$ cat src/rtl/cmdstat_pkg.sv
// Package: shared bit positions and selector type for the command/status block.
// Assumes an 8-bit register width; bit positions are decoded by software.
package cmdstat_pkg;

    localparam int REG_W = 8;

    // Command byte bit positions
    localparam int CB_TRIG  = 0;
    localparam int CB_ERR   = 1;
    localparam int CB_BUSY  = 2;
    localparam int CB_FERST = 3;
    localparam int CB_CAL   = 4;
    localparam int CB_SPARE = 5;
    localparam int CB_VART  = 6;
    localparam int CB_GLB   = 7;

    // Status byte bit positions
    localparam int SB_ACC   = 0;
    localparam int SB_ERR   = 1;
    localparam int SB_BUSY  = 2;
    localparam int SB_FERST = 3;
    localparam int SB_CALB  = 4;

    // Bits of the command byte that hold storage
    localparam logic [REG_W-1:0] CMD_STORE_MASK = ~(REG_W'(1) << CB_SPARE);

    typedef enum logic {
        SEL_CMD  = 1'b0,
        SEL_STAT = 1'b1
    } reg_sel_e;

    // Assemble the status byte from its live and sticky sources
    function automatic logic [REG_W-1:0] pack_status(
        input logic acc,
        input logic err,
        input logic busy,
        input logic ferst,
        input logic calb
    );
        logic [REG_W-1:0] v;
        v           = '0;
        v[SB_ACC]   = acc;
        v[SB_ERR]   = err;
        v[SB_BUSY]  = busy;
        v[SB_FERST] = ferst;
        v[SB_CALB]  = calb;
        return v;
    endfunction

endpackage

$ cat src/rtl/cmdstat_cmdreg.sv
// Module: command byte storage and single-shot edge detection.
// Assumes: wr_i is already qualified with the command address; clr_i is the
// one-cycle board reset and wins over any write in the same cycle.
module cmdstat_cmdreg
    import cmdstat_pkg::*;
(
    input  logic             clk,
    input  logic             rst_n,
    input  logic             clr_i,
    input  logic             wr_i,
    input  logic [REG_W-1:0] wdata_i,
    output logic [REG_W-1:0] cmd_o,
    output logic             trig_shot_o,
    output logic             cal_shot_o,
    output logic             glb_shot_o
);

    localparam int N_SHOT = 3;

    logic [REG_W-1:0]  cmd_q;
    logic [N_SHOT-1:0] prev_q;
    logic [N_SHOT-1:0] cur_w;
    logic [N_SHOT-1:0] shot_w;

    // Store the written byte; reset and board clear both empty it
    always_ff @(posedge clk) begin
        if (!rst_n || clr_i) begin
            cmd_q <= '0;
        end else if (wr_i) begin
            cmd_q <= wdata_i & CMD_STORE_MASK;
        end
    end

    assign cur_w = {cmd_q[CB_GLB], cmd_q[CB_CAL], cmd_q[CB_TRIG]};

    // Remember last cycle's single-shot bits for rising-edge detection
    always_ff @(posedge clk) begin
        if (!rst_n || clr_i) begin
            prev_q <= '0;
        end else begin
            prev_q <= cur_w;
        end
    end

    assign shot_w      = cur_w & ~prev_q;
    assign trig_shot_o = shot_w[0];
    assign cal_shot_o  = shot_w[1];
    assign glb_shot_o  = shot_w[2];
    assign cmd_o       = cmd_q;

    AST_TRIG_SINGLE: assert property (@(posedge clk) disable iff (!rst_n)
        trig_shot_o |=> !trig_shot_o);

    AST_CAL_SINGLE: assert property (@(posedge clk) disable iff (!rst_n)
        cal_shot_o |=> !cal_shot_o);

    AST_CLR_EMPTIES: assert property (@(posedge clk) disable iff (!rst_n)
        clr_i |=> (cmd_o == '0));

    AST_SPARE_ZERO: assert property (@(posedge clk) disable iff (!rst_n)
        wr_i |=> !cmd_o[CB_SPARE]);

endmodule

$ cat src/rtl/cmdstat_rstgen.sv
// Module: board reset sequencer and front-end reset driver.
// Assumes: btn_i is asynchronous and is synchronised here over BTN_SYNC
// flops; glb_shot_i is a one-cycle pulse. Each source yields one reset cycle.
module cmdstat_rstgen #(
    parameter int BTN_SYNC = 2
) (
    input  logic clk,
    input  logic rst_n,
    input  logic glb_shot_i,
    input  logic btn_i,
    input  logic strap_i,
    input  logic fe_cmd_i,
    output logic sys_rst_o,
    output logic fe_act_o
);

    logic [BTN_SYNC-1:0] sync_q;
    logic                btn_q;
    logic                btn_rise;
    logic                gr_q;

    // Pushbutton synchroniser; the structure depends on its depth
    generate
        if (BTN_SYNC == 1) begin : g_sync_one
            // Single-flop capture of the button
            always_ff @(posedge clk) begin
                if (!rst_n) sync_q <= '0;
                else        sync_q <= btn_i;
            end
        end else begin : g_sync_chain
            // Shift the button through the synchroniser chain
            always_ff @(posedge clk) begin
                if (!rst_n) sync_q <= '0;
                else        sync_q <= {sync_q[BTN_SYNC-2:0], btn_i};
            end
        end
    endgenerate

    // Hold the synchronised level to find the press edge
    always_ff @(posedge clk) begin
        if (!rst_n) btn_q <= 1'b0;
        else        btn_q <= sync_q[BTN_SYNC-1];
    end

    assign btn_rise = sync_q[BTN_SYNC-1] & ~btn_q;

    // Reset cycle: held through power-on, then one cycle per request
    always_ff @(posedge clk) begin
        if (!rst_n) gr_q <= 1'b1;
        else        gr_q <= glb_shot_i | btn_rise;
    end

    assign sys_rst_o = gr_q;
    assign fe_act_o  = fe_cmd_i | (gr_q & strap_i);

    AST_RST_FOLLOWS: assert property (@(posedge clk) disable iff (!rst_n)
        (glb_shot_i || btn_rise) |=> sys_rst_o);

    AST_PRESS_ONCE: assert property (@(posedge clk) disable iff (!rst_n)
        btn_rise |=> !btn_rise);

    AST_STRAP_QUIET: assert property (@(posedge clk) disable iff (!rst_n)
        (!strap_i && !fe_cmd_i && sys_rst_o) |-> !fe_act_o);

endmodule

$ cat src/rtl/cmdstat_status.sv
// Module: sticky error/busy flags, combined busy and registered read mux.
// Assumes: clr_i is the one-cycle board reset; the status byte is read-only.
module cmdstat_status
    import cmdstat_pkg::*;
#(
    parameter int BUSY_SRCS = 1,
    parameter int ERR_SRCS  = 1
) (
    input  logic                 clk,
    input  logic                 rst_n,
    input  logic                 clr_i,
    input  logic                 rd_i,
    input  reg_sel_e             sel_i,
    input  logic [REG_W-1:0]     cmd_i,
    input  logic [BUSY_SRCS-1:0] ext_busy_i,
    input  logic [ERR_SRCS-1:0]  ext_err_i,
    input  logic                 int_busy_i,
    input  logic                 accept_i,
    input  logic                 cal_busy_i,
    input  logic                 fe_act_i,
    output logic [REG_W-1:0]     rdata_o,
    output logic                 busy_o,
    output logic                 err_o
);

    logic             err_q;
    logic             busy_q;
    logic             err_req;
    logic             busy_req;
    logic [REG_W-1:0] stat_w;
    logic [REG_W-1:0] rdata_q;

    assign err_req  = (|ext_err_i)  | cmd_i[CB_ERR];
    assign busy_req = (|ext_busy_i) | cmd_i[CB_BUSY];

    // Sticky flags: set by any request, cleared only by a reset
    always_ff @(posedge clk) begin
        if (!rst_n || clr_i) begin
            err_q  <= 1'b0;
            busy_q <= 1'b0;
        end else begin
            err_q  <= err_q  | err_req;
            busy_q <= busy_q | busy_req;
        end
    end

    assign busy_o = busy_req | int_busy_i | cal_busy_i;
    assign err_o  = err_q;
    assign stat_w = pack_status(accept_i, err_q, busy_q, fe_act_i, cal_busy_i);

    // Capture the selected byte on a read strobe
    always_ff @(posedge clk) begin
        if (!rst_n) begin
            rdata_q <= '0;
        end else if (rd_i) begin
            rdata_q <= (sel_i == SEL_STAT) ? stat_w : cmd_i;
        end
    end

    assign rdata_o = rdata_q;

    AST_ERR_STICKY: assert property (@(posedge clk) disable iff (!rst_n)
        (err_q && !clr_i) |=> err_q);

    AST_BUSY_STICKY: assert property (@(posedge clk) disable iff (!rst_n)
        (busy_q && !clr_i) |=> busy_q);

    AST_STAT_PAD: assert property (@(posedge clk) disable iff (!rst_n)
        (rd_i && sel_i == SEL_STAT) |=> (rdata_o[REG_W-1:SB_CALB+1] == '0));

endmodule

$ cat src/rtl/cmdstat_ctrl.sv
// Module: top of the command/status register pair with reset control.
// Assumes: single-cycle bus strobes, write and read never both high for the
// same location in one cycle; btn_rst_i may be asynchronous.
module cmdstat_ctrl
    import cmdstat_pkg::*;
#(
    parameter int BUSY_SRCS = 1,
    parameter int ERR_SRCS  = 1,
    parameter int BTN_SYNC  = 2
) (
    input  logic                 clk,
    input  logic                 rst_n,
    input  logic                 bus_wr_i,
    input  logic                 bus_rd_i,
    input  logic                 bus_addr_i,
    input  logic [7:0]           bus_wdata_i,
    output logic [7:0]           bus_rdata_o,
    input  logic [BUSY_SRCS-1:0] ext_busy_i,
    input  logic [ERR_SRCS-1:0]  ext_err_i,
    input  logic                 int_busy_i,
    input  logic                 accept_i,
    input  logic                 cal_busy_i,
    input  logic                 btn_rst_i,
    input  logic                 fe_rst_strap_i,
    output logic                 trig_pulse_o,
    output logic                 cal_pulse_o,
    output logic                 var_trig_o,
    output logic                 error_o,
    output logic                 busy_o,
    output logic                 sys_rst_o,
    output logic                 fe_rst_n_o
);

    reg_sel_e         sel_w;
    logic             cmd_wr;
    logic [REG_W-1:0] cmd_w;
    logic             glb_shot;
    logic             clr_w;
    logic             fe_act;

    assign sel_w  = reg_sel_e'(bus_addr_i);
    assign cmd_wr = bus_wr_i && (sel_w == SEL_CMD);

    cmdstat_cmdreg u_cmdreg (
        .clk         (clk),
        .rst_n       (rst_n),
        .clr_i       (clr_w),
        .wr_i        (cmd_wr),
        .wdata_i     (bus_wdata_i),
        .cmd_o       (cmd_w),
        .trig_shot_o (trig_pulse_o),
        .cal_shot_o  (cal_pulse_o),
        .glb_shot_o  (glb_shot)
    );

    cmdstat_rstgen #(
        .BTN_SYNC (BTN_SYNC)
    ) u_rstgen (
        .clk        (clk),
        .rst_n      (rst_n),
        .glb_shot_i (glb_shot),
        .btn_i      (btn_rst_i),
        .strap_i    (fe_rst_strap_i),
        .fe_cmd_i   (cmd_w[CB_FERST]),
        .sys_rst_o  (clr_w),
        .fe_act_o   (fe_act)
    );

    cmdstat_status #(
        .BUSY_SRCS (BUSY_SRCS),
        .ERR_SRCS  (ERR_SRCS)
    ) u_status (
        .clk        (clk),
        .rst_n      (rst_n),
        .clr_i      (clr_w),
        .rd_i       (bus_rd_i),
        .sel_i      (sel_w),
        .cmd_i      (cmd_w),
        .ext_busy_i (ext_busy_i),
        .ext_err_i  (ext_err_i),
        .int_busy_i (int_busy_i),
        .accept_i   (accept_i),
        .cal_busy_i (cal_busy_i),
        .fe_act_i   (fe_act),
        .rdata_o    (bus_rdata_o),
        .busy_o     (busy_o),
        .err_o      (error_o)
    );

    assign var_trig_o = cmd_w[CB_VART];
    assign sys_rst_o  = clr_w;
    assign fe_rst_n_o = ~fe_act;

    AST_FE_DURING_RST: assert property (@(posedge clk) disable iff (!rst_n)
        (sys_rst_o && fe_rst_strap_i) |-> !fe_rst_n_o);

    AST_STAT_WR_IGNORED: assert property (@(posedge clk) disable iff (!rst_n)
        (bus_wr_i && bus_addr_i && !sys_rst_o) |=> $stable(var_trig_o));

endmodule

$ cat config.mk
export PLATFORM = sky130hd
export DESIGN_NAME = cmdstat_ctrl
export DESIGN_NICKNAME = d
export VERILOG_FILES = /design/src/rtl/cmdstat_pkg.sv /design/src/rtl/cmdstat_cmdreg.sv /design/src/rtl/cmdstat_rstgen.sv /design/src/rtl/cmdstat_status.sv /design/src/rtl/cmdstat_ctrl.sv
export SDC_FILE = /design/constraint.sdc
export NUM_CORES = 1
export LEC_CHECK = 0
export ABC_AREA = 1
export ABC_CLOCK_PERIOD_IN_PS = 1100
export BUFFER_PORTS_ARGS = -buffer_cell sky130_fd_sc_hd__buf_2
export CAP_MARGIN = 25
export CORE_UTILIZATION = 47
export CTS_CLUSTER_DIAMETER = 50
export DETAILED_ROUTE_END_ITERATION = 10
export PLACE_DENSITY = 0.82
export SLEW_MARGIN = 0
export SYNTH_ARGS = -nofsm -noshare
export SYNTH_HDL_FRONTEND = slang
export SYNTH_HIERARCHICAL = 1
export SYNTH_SLANG_ARGS = --single-unit
$ cat constraint.sdc
create_clock -name clk -period 1.1 [get_ports clk]
set_clock_uncertainty 0.15 [all_clocks]
set_input_delay 0.165 -clock clk [delete_from_list [all_inputs] [get_ports clk]]
set_output_delay 0.165 -clock clk [all_outputs]
set_load 0.01 [all_outputs]
==> impl_metrics.json, run 1 <==
{
  "clk_pin_slew_ns": 0.12,
  "syn2layout_area_growth_pct": 53.5,
  "yosys.area.top_type": "dfxtp_1",
  "gp_congestion": 0.788,
  "cts_root_buf": "clkbuf_4",
  "start_util_pct": 52.1,
  "rsz0062_at_grt": "true",
  "slew_violations": 0,
  "grt_overflow": 0,
  "cpMostUsedCell": "nand2_1",
  "stdcell_count": 214,
  "vias_per_cell": 4.75,
  "rows": 15,
  "end_kind": "output pin",
  "layout-drive-gt1-share_pct": 37.6,
  "clk_latency_ns": 0.31,
  "clockBufferDepth": 2,
  "dr.pass1.iters": 4,
  "dp_cells": 189,
  "critPathKind": "flip-flop to output pin",
  "multi_input_area_sq_um": 362,
  "yosys.area.top_type_share_pct": 51.2,
  "crit_chain": "nand2_1, nand2_1, inv_1, buf_2",
  "cts-buffers-inserted": 3,
  "grtUsageTotal_pct": 23.5,
  "power.density_nw_per_um2": 1150,
  "avgSynthCellArea_sq_um": 7.06,
  "ios": 35,
  "status": "complete, but fails checks",
  "fin_ws_ns": -0.190,
  "postSynthCellCount": 133,
  "cpLargestDelayFamily": "flip-flops",
  "required_ns": 0.78,
  "coreArea_sq_um": 1800,
  "die_w_microns": 46.7,
  "path_max_fanout": 2,
  "cts_tree": "yes",
  "cts_max_level": 1,
  "max-cap-violations": 0,
  "yosys-top-cells-area": "dfxtp_1, nand2_1, nor2_1",
  "ys_types": 13,
  "worstPathArrival_ns": 0.97,
  "synth_top_cells_by_count": "nand2_1, dfxtp_1, nor2_1",
  "cp_slowest_cell": "dfxtp_2",
  "max_stage_delay_ns": 0.36,
  "cts_sinks": 24,
  "drt-total-wl_mm": 2.60,
  "max_freq_mhz": 775,
  "hold_path_class": "input pin to flip-flop",
  "synth_most_common_cell": "nand2_1",
  "hold_viol": 1,
  "synthFlopType": "dfxtp_1",
  "failed_checks": "negative hold slack, negative setup slack",
  "finalCriticalPeriod_ns": 1.29,
  "grt_pass1_vias": 857,
  "pre_cts_ws_ns": 0.0698,
  "synth_nets": 153,
  "syn_area_sq_um": 938,
  "die_area_sq_um": 2180,
  "die_height_microns": 46.7,
  "worst-path-buf-inv": 2,
  "ir_drop_mv": 0.957,
  "yosys_warnings": 6,
  "vias": 1016,
  "worstSetupStartpointType": "flip-flop",
  "post-route-period-util_pct": 117,
  "fill_cells": 136,
  "dr.first_iter.drc_count": 39,
  "grt_pass1_wl_mm": 3.50,
  "leakagePower_nw": 0.726,
  "finalSetupViolCount": 6,
  "layout.nets": 210,
  "grt_max_degree": 15,
  "regArea_sq_um": 499,
  "synth_edf_count": 0,
  "antenna_left": 0,
  "drt-wirelength-per-cell_microns": 12.2,
  "yosysSeqAreaShare_pct": 51.2,
  "insertedDiodeCount": 0,
  "hold_slack_ns": -0.000131,
  "route.detailed.drc": 0,
  "hpwl_mm": 1.40,
  "ys_async_sr_fraction_pct": 0,
  "grt_antenna_before_repair": 0,
  "ys_ff_latch": 24,
  "portBuffers": 33
}
[flip-flops by register name, summed over array words and instances, names as in the netlist]
| register | flops |
|---|---|
| u_rstgen/sync_q | 2 |
| u_status/busy_q | 1 |
| u_cmdreg/cmd_o | 7 |
| u_rstgen/btn_q | 1 |
| u_cmdreg/prev_q | 3 |
| u_rstgen/sys_rst_o | 1 |
| u_status/rdata_o | 8 |
| u_status/err_o | 1 |
[repair_timing]
action | CTS | global route
hold buffers | 12 | 0
setup endpoints to repair | 15 | 16
pin swaps | 3 | 3
gates resized for setup | 20 | 13
buffers inserted | 7 | 2
hold endpoints to repair | 13 | 0
[kinds of logic after synthesis]
group,Yosys count,share of synthesized area [%]
DFF,24,51.2
AOI/OAI and AO/OA,10,5.33
buffers and inverters,24,11.6
other,1,0.400
and+or+nand+nor,74,31.5
[placed cells by master, fill, tap and decap left out]
cell / synthesis / routed
nor2_2: 1 / 2
dfxtp_1: 24 / 9
conb_1: 1 / 1
inv_1: 19 / 17
dlygate4sd3_1: 0 / 12
clkbuf_8: 0 / 1
nand3_1: 8 / 7
or2_1: 1 / 1
buf_4: 1 / 9
buf_2: 0 / 22
nor2_1: 21 / 20
dfxtp_2: 0 / 15
nor3_1: 2 / 2
clkbuf_4: 0 / 3
buf_6: 2 / 12
inv_2: 2 / 4
a21oi_1: 10 / 10
nand2_2: 0 / 2
nand2_1: 41 / 39
nand3_2: 0 / 1
[power breakdown]
group          switching (mW)  internal (mW)  total, mW  leakage (nW)
Combinational           0.132          0.139      0.271         0.503
Clock                   0.255          0.202      0.457        0.0210
Sequential             0.0187          0.903      0.921         0.202
[layer usage]
| layer | global-route usage [%] | wire length (microns) |
|---|---|---|
| met5 | 0 | 0 |
| met4 | 17.1 | 110 |
| met1 | 27.6 | 1060 |
| met3 | 4.71 | 98 |
| met2 | 37.5 | 1330 |
[metrics by stage]
stage	cell area, sq um	TNS, ns	utilization [%]	power, mW	hold WS, ns
after global placement	1110	0	61.7	1.11	0.193
after global routing	1440	-1.28	79.9	1.74	0.00808
after CTS	1350	-0.627	75.0	1.61	0.00529
final	1440	-0.728	79.9	1.65	-0.000131
after detailed placement	1110	0	61.7	1.11	0.200
after floorplan	938	0	-	1.04	0.108
[final timing paths]
path | slack, ns | end | start | depth (start not counted)
max | -0.19 | fe_rst_n_o | u_rstgen/sys_rst_o$_SDFF_PN1_ | 4
min | -0.0001 | u_rstgen/sys_rst_o$_SDFF_PN1_ | rst_n | 4
max reg2reg | -0.02 | u_status/rdata_o[3]$_SDFFE_PN0P_ | u_rstgen/sys_rst_o$_SDFF_PN1_ | 7
min reg2reg | 0.28 | u_rstgen/sync_q[1]$_SDFF_PN0_ | u_rstgen/sync_q[0]$_SDFF_PN0_ | 2
[layout make-up]
class                   instances  area share (%)
clock buffers                   4            2.52
repair buffers                 55            30.1
flip-flops and latches         24            34.7
inverters                      21            5.47
multi-input cells              85            25.1
well taps                      25            2.17
[worst reg2reg max path: stages (launching register included)]
cell and delay (ns):
dfxtp_2 0.35, nand2_1 0.06, nand2_1 0.07, buf_4 0.13, nand2_2 0.07, nand3_2 0.08, nand2_1 0.09, inv_1 0.04
Power figures use the tool's default switching activity.
==> run 2: changes to the inputs <==
GPL_TIMING_DRIVEN = 0   (was not set)
HOLD_SLACK_MARGIN = 0.12   (was not set)
MAX_ROUTING_LAYER = met4   (was not set)
==> impl_metrics.json, run 2 (synthesis results as in run 1) <==
{
  "fin_area_sq_um": 1560,
  "ir_drop_mv": 1.22,
  "swShare_pct": 23.1,
  "cts_tree": "yes",
  "worstSetupStartpointType": "flip-flop",
  "path_max_fanout": 3,
  "cts-buffers-inserted": 3,
  "hold_path_class": "input pin to flip-flop",
  "syn2layout_area_growth_pct": 66.4,
  "end_kind": "output pin",
  "dr.pass1.iters": 4,
  "stdcell_count": 223,
  "rows": 15,
  "cts_sinks": 24,
  "regArea_sq_um": 499,
  "power.density_nw_per_um2": 1200,
  "finalSetupViolCount": 8,
  "vias_per_cell": 4.91,
  "dp_cells": 191,
  "place_area_sq_um": 1130,
  "fin_ws_ns": -0.180,
  "drt-total-wl_mm": 2.99,
  "seqPwrFrac_pct": 49.3,
  "max_freq_mhz": 781,
  "pwr-share-clk_pct": 33.8,
  "dr.first_iter.drc_count": 54,
  "portBuffers": 33,
  "grt_pass1_wl_mm": 4.13,
  "p_sw_uw": 432,
  "clk_pin_slew_ns": 0.13,
  "grt_antenna_before_repair": 0,
  "use_met3_pct": 6.67,
  "coreArea_sq_um": 1800,
  "gr-usage-met1_pct": 31.7,
  "ios": 35,
  "post-route-period-util_pct": 116,
  "layout.nets": 219,
  "fin_total_pwr_mw": 1.87,
  "worstPathArrival_ns": 0.97,
  "fin_util_pct": 86.7,
  "max-cap-violations": 0,
  "clk_latency_ns": 0.32,
  "finalCriticalPeriod_ns": 1.28,
  "route.detailed.drc": 0,
  "die_area_sq_um": 2180,
  "final_common_cell": "nand2_1",
  "grt_max_degree": 15,
  "vias": 1095,
  "slew_violations": 0,
  "die_height_microns": 46.7,
  "cts_root_buf": "clkbuf_4",
  "gr-usage-met2_pct": 46.7,
  "fill_cells": 105,
  "clockBufferDepth": 2,
  "insertedDiodeCount": 0,
  "hold_slack_ns": 0.112,
  "critPathKind": "flip-flop to output pin",
  "drt-wirelength-per-cell_microns": 13.4,
  "status": "complete, but fails checks",
  "leakagePower_nw": 0.796,
  "antenna_left": 0,
  "multi_input_area_sq_um": 367,
  "grt_pass1_vias": 980,
  "gp_congestion": 0.751,
  "failed_checks": "negative setup slack",
  "hpwl_mm": 1.49,
  "hold_viol": 0,
  "required_ns": 0.78,
  "largest_reg_flops": 8,
  "grtUsageTotal_pct": 29.2,
  "cts_max_level": 1,
  "final_cell_mix": "nand2_1, buf_2, nor2_1, dlygate4sd3_1",
  "start_util_pct": 52.1,
  "layout-drive-gt1-share_pct": 38.4,
  "share_comb_of_total_power_pct": 16.9,
  "rsz0062_at_grt": "true",
  "die_w_microns": 46.7,
  "gr-max-usage-layer": "met2",
  "p_int_mw": 1.44,
  "grt_overflow": 0
}
-- run 2: cell count changes in the layout (fill, tap and decap cells not counted), sizes merged --
cell	change
dlymetal6s4s	+2
dlygate4sd3	+5
buf	+2
clkbuf	-1
bufinv	+1
-- run 2: layer usage --
metal  part of all wire [%]  vias to the layer above
met5                      0                        -
met4                    3.6                        0
met3                    7.1                       10
met2                     50                       64
met1                     39                      494
li1                       -                      527
-- run 2: cell type report --
class	count	area share, %
inverter	21	5.05
multi-input combinational	85	23.5
tap	25	2.00
timing repair buffer	61	32.2
buffer	3	1.92
sequential	24	32.0
clock inverter	1	1.92
clock buffer	3	1.44
-- run 2: path summary, 6_finish.rpt --
check,from,end,slack [ns],cells past startpoint
setup / recovery,u_cmdreg/cmd_o[3]$_SDFFE_PP0P_,fe_rst_n_o,-0.18,4
hold / removal,bus_rd_i,u_status/rdata_o[0]$_SDFFE_PN0P_,0.11,5
setup reg to reg,u_cmdreg/cmd_o[3]$_SDFFE_PP0P_,u_status/rdata_o[3]$_SDFFE_PN0P_,-0.17,8
hold reg to reg,u_rstgen/sync_q[0]$_SDFF_PN0_,u_rstgen/sync_q[1]$_SDFF_PN0_,0.28,2
-- run 2: worst max-delay path: stages, from the launching register on --
cell,delay [ns]
dfxtp_2,0.38
inv_2,0.04
nand2_2,0.07
inv_2,0.04
buf_6,0.11
-- run 2: power groups by stage --
stage               combinational (mW)  clock, mW  sequential [mW]
floorplan                       0.0976          0            0.942
global placement                 0.184          0            0.933
detailed placement               0.188          0            0.935
CTS                              0.274      0.632            0.918
global route                     0.341      0.680            0.926
finish                           0.317      0.633            0.923
-- run 2: metrics by stage --
stage               worst slack, ns  TNS (ns)
floorplan                     0.153         0
global placement             0.0659         0
detailed placement           0.0550         0
CTS                          -0.160    -0.722
global route                 -0.228     -1.36
finish                       -0.180    -0.900
-- run 2: what timing repair did --
| action | CTS | global route |
|---|---|---|
| resized for setup | 21 | 18 |
| pin swaps | 3 | 6 |
| buffers inserted | 8 | 1 |
| cloned | 0 | 0 |
| hold buffers | 19 | 3 |
| setup endpoints to repair | 14 | 31 |
| endpoints found under the hold margin | 24 | 3 |
==> run 3: changes to the inputs <==
--- a/constraint.sdc
+++ b/constraint.sdc
@@ -3,3 +3,3 @@
 set_input_delay 0.165 -clock clk [delete_from_list [all_inputs] [get_ports clk]]
 set_output_delay 0.165 -clock clk [all_outputs]
-set_load 0.01 [all_outputs]
+set_load 0.1 [all_outputs]
==> impl_metrics.json, run 3 (synthesis results as in run 1) <==
{
  "dp_cells": 191,
  "drt-total-wl_mm": 4.38,
  "final_common_cell": "nand2_1",
  "final_cell_mix": "nand2_1, buf_2, nor2_1, buf_12, inv_1",
  "fin_area_sq_um": 1720,
  "max_stage_delay_ns": 0.76,
  "antenna_left": 0,
  "gr-max-usage-layer": "met2",
  "coreArea_sq_um": 1800,
  "clockBufferDepth": 2,
  "fin_ws_ns": -0.367,
  "layout-drive-gt1-share_pct": 46.4,
  "layout.nets": 213,
  "use_met3_pct": 7.84,
  "end_kind": "flip-flop",
  "post-route-period-util_pct": 133,
  "grt_pass1_wl_mm": 5.09,
  "ir_drop_mv": 1.98,
  "cts_sinks": 24,
  "grt_pass1_vias": 1117,
  "dr.first_iter.drc_count": 92,
  "failed_checks": "negative setup slack",
  "cpLargestDelayFamily": "buffers and inverters",
  "max_freq_mhz": 681,
  "die_area_sq_um": 2180,
  "path_max_fanout": 9,
  "slew_violations": 0,
  "gr-usage-met1_pct": 37.2,
  "hpwl_mm": 1.46,
  "cp_slowest_cell": "dlygate4sd3_1",
  "rows": 15,
  "critPathKind": "input pin to flip-flop",
  "hold_path_class": "input pin to flip-flop",
  "fin_tns_setup_ns": -6.25,
  "clk_pin_slew_ns": 0.15,
  "ios": 35,
  "rsz0062_at_grt": "true",
  "cts_max_level": 1,
  "regArea_sq_um": 507,
  "drt-wirelength-per-cell_microns": 20.1,
  "start_util_pct": 52.1,
  "power.density_nw_per_um2": 1250,
  "syn2layout_area_growth_pct": 83.5,
  "cts_tree": "yes",
  "cts_root_buf": "clkbuf_4",
  "max-cap-violations": 0,
  "cts-buffers-inserted": 3,
  "die_height_microns": 46.7,
  "portBuffers": 33,
  "worstPathArrival_ns": 1.58,
  "clk_latency_ns": 0.32,
  "pre_cts_ws_ns": -0.159,
  "fill_cells": 50,
  "crit_chain": "buf_2, dlygate4sd3_1, inv_2, or2_4, nor2_2",
  "finalCriticalPeriod_ns": 1.47,
  "gp_congestion": 0.789,
  "worstSetupStartpointType": "input pin",
  "worst-path-buf-inv": 3,
  "largest_reg_flops": 8,
  "gr-usage-met2_pct": 62.2,
  "leakagePower_nw": 0.805,
  "die_w_microns": 46.7,
  "vias": 1218,
  "multi_input_area_sq_um": 428,
  "route.detailed.drc": 0,
  "finalSetupViolCount": 36,
  "fin_total_pwr_mw": 2.16,
  "grt_antenna_before_repair": 1,
  "grt_overflow": 0,
  "vias_per_cell": 5.59,
  "required_ns": 1.22,
  "dr.pass1.iters": 5,
  "place_area_sq_um": 1190,
  "status": "complete, but fails checks",
  "stdcell_count": 218,
  "grt_max_degree": 15,
  "grtUsageTotal_pct": 35.8,
  "hold_viol": 0
}
## run 3: worst paths after layout
check | from | end | slack [ns] | cells after the start
min | bus_addr_i | u_status/rdata_o[3]$_SDFFE_PN0P_ | 0.13 | 5
max | rst_n | u_status/busy_q$_SDFF_PP0_ | -0.37 | 5
max reg2reg | u_cmdreg/cmd_o[6]$_SDFFE_PP0P_ | u_status/rdata_o[6]$_SDFFE_PN0P_ | -0.04 | 4
min reg2reg | u_rstgen/sync_q[1]$_SDFF_PN0_ | u_rstgen/btn_q$_SDFF_PN0_ | 0.32 | 2
## run 3: tightest hold or removal path: stages
cell     delay (ns)
buf_2          0.15
nand2_2        0.09
nand3_2        0.06
nand2_2        0.08
inv_2          0.04
## run 3: where the power goes
part | internal, mW | switching [mW]
Clock | 0.368 | 0.302
Combinational | 0.211 | 0.345
Sequential | 0.899 | 0.0317
Total | 1.48 | 0.678
## run 3: repair_timing
item,CTS,global route
endpoints found under the hold margin,24,15
buffers inserted,7,2
setup endpoints to repair,15,36
pin swaps,4,3
gates resized for setup,68,12
hold buffers,15,1
## run 3: routing by layer
layer,vias up,share of wire [%]
li1,514,-
met1,552,35
met2,116,49
met3,36,8.8
met4,0,7.4
met5,-,0
## run 3: final cells by class
type                            count  share of cell area [%]
Timing Repair Buffer               55                    34.2
Buffer                              3                    1.74
Clock inverter                      1                    1.74
Clock buffer                        3                    1.31
Multi-Input combinational cell     85                    24.9
Antenna cell                        1                   0.145
Sequential cell                    24                    29.4
Tap cell                           25                    1.82
Inverter                           21                    4.80
## run 3: through the flow
stage	hold slack, ns	util, %
6_report	0.135	95.6
5_1_grt	0.134	95.6
4_1_cts	0.0929	93.6
3_5_place_dp	0.205	65.8
3_3_place_gp	0.195	65.8
2_1_floorplan	0.108	-
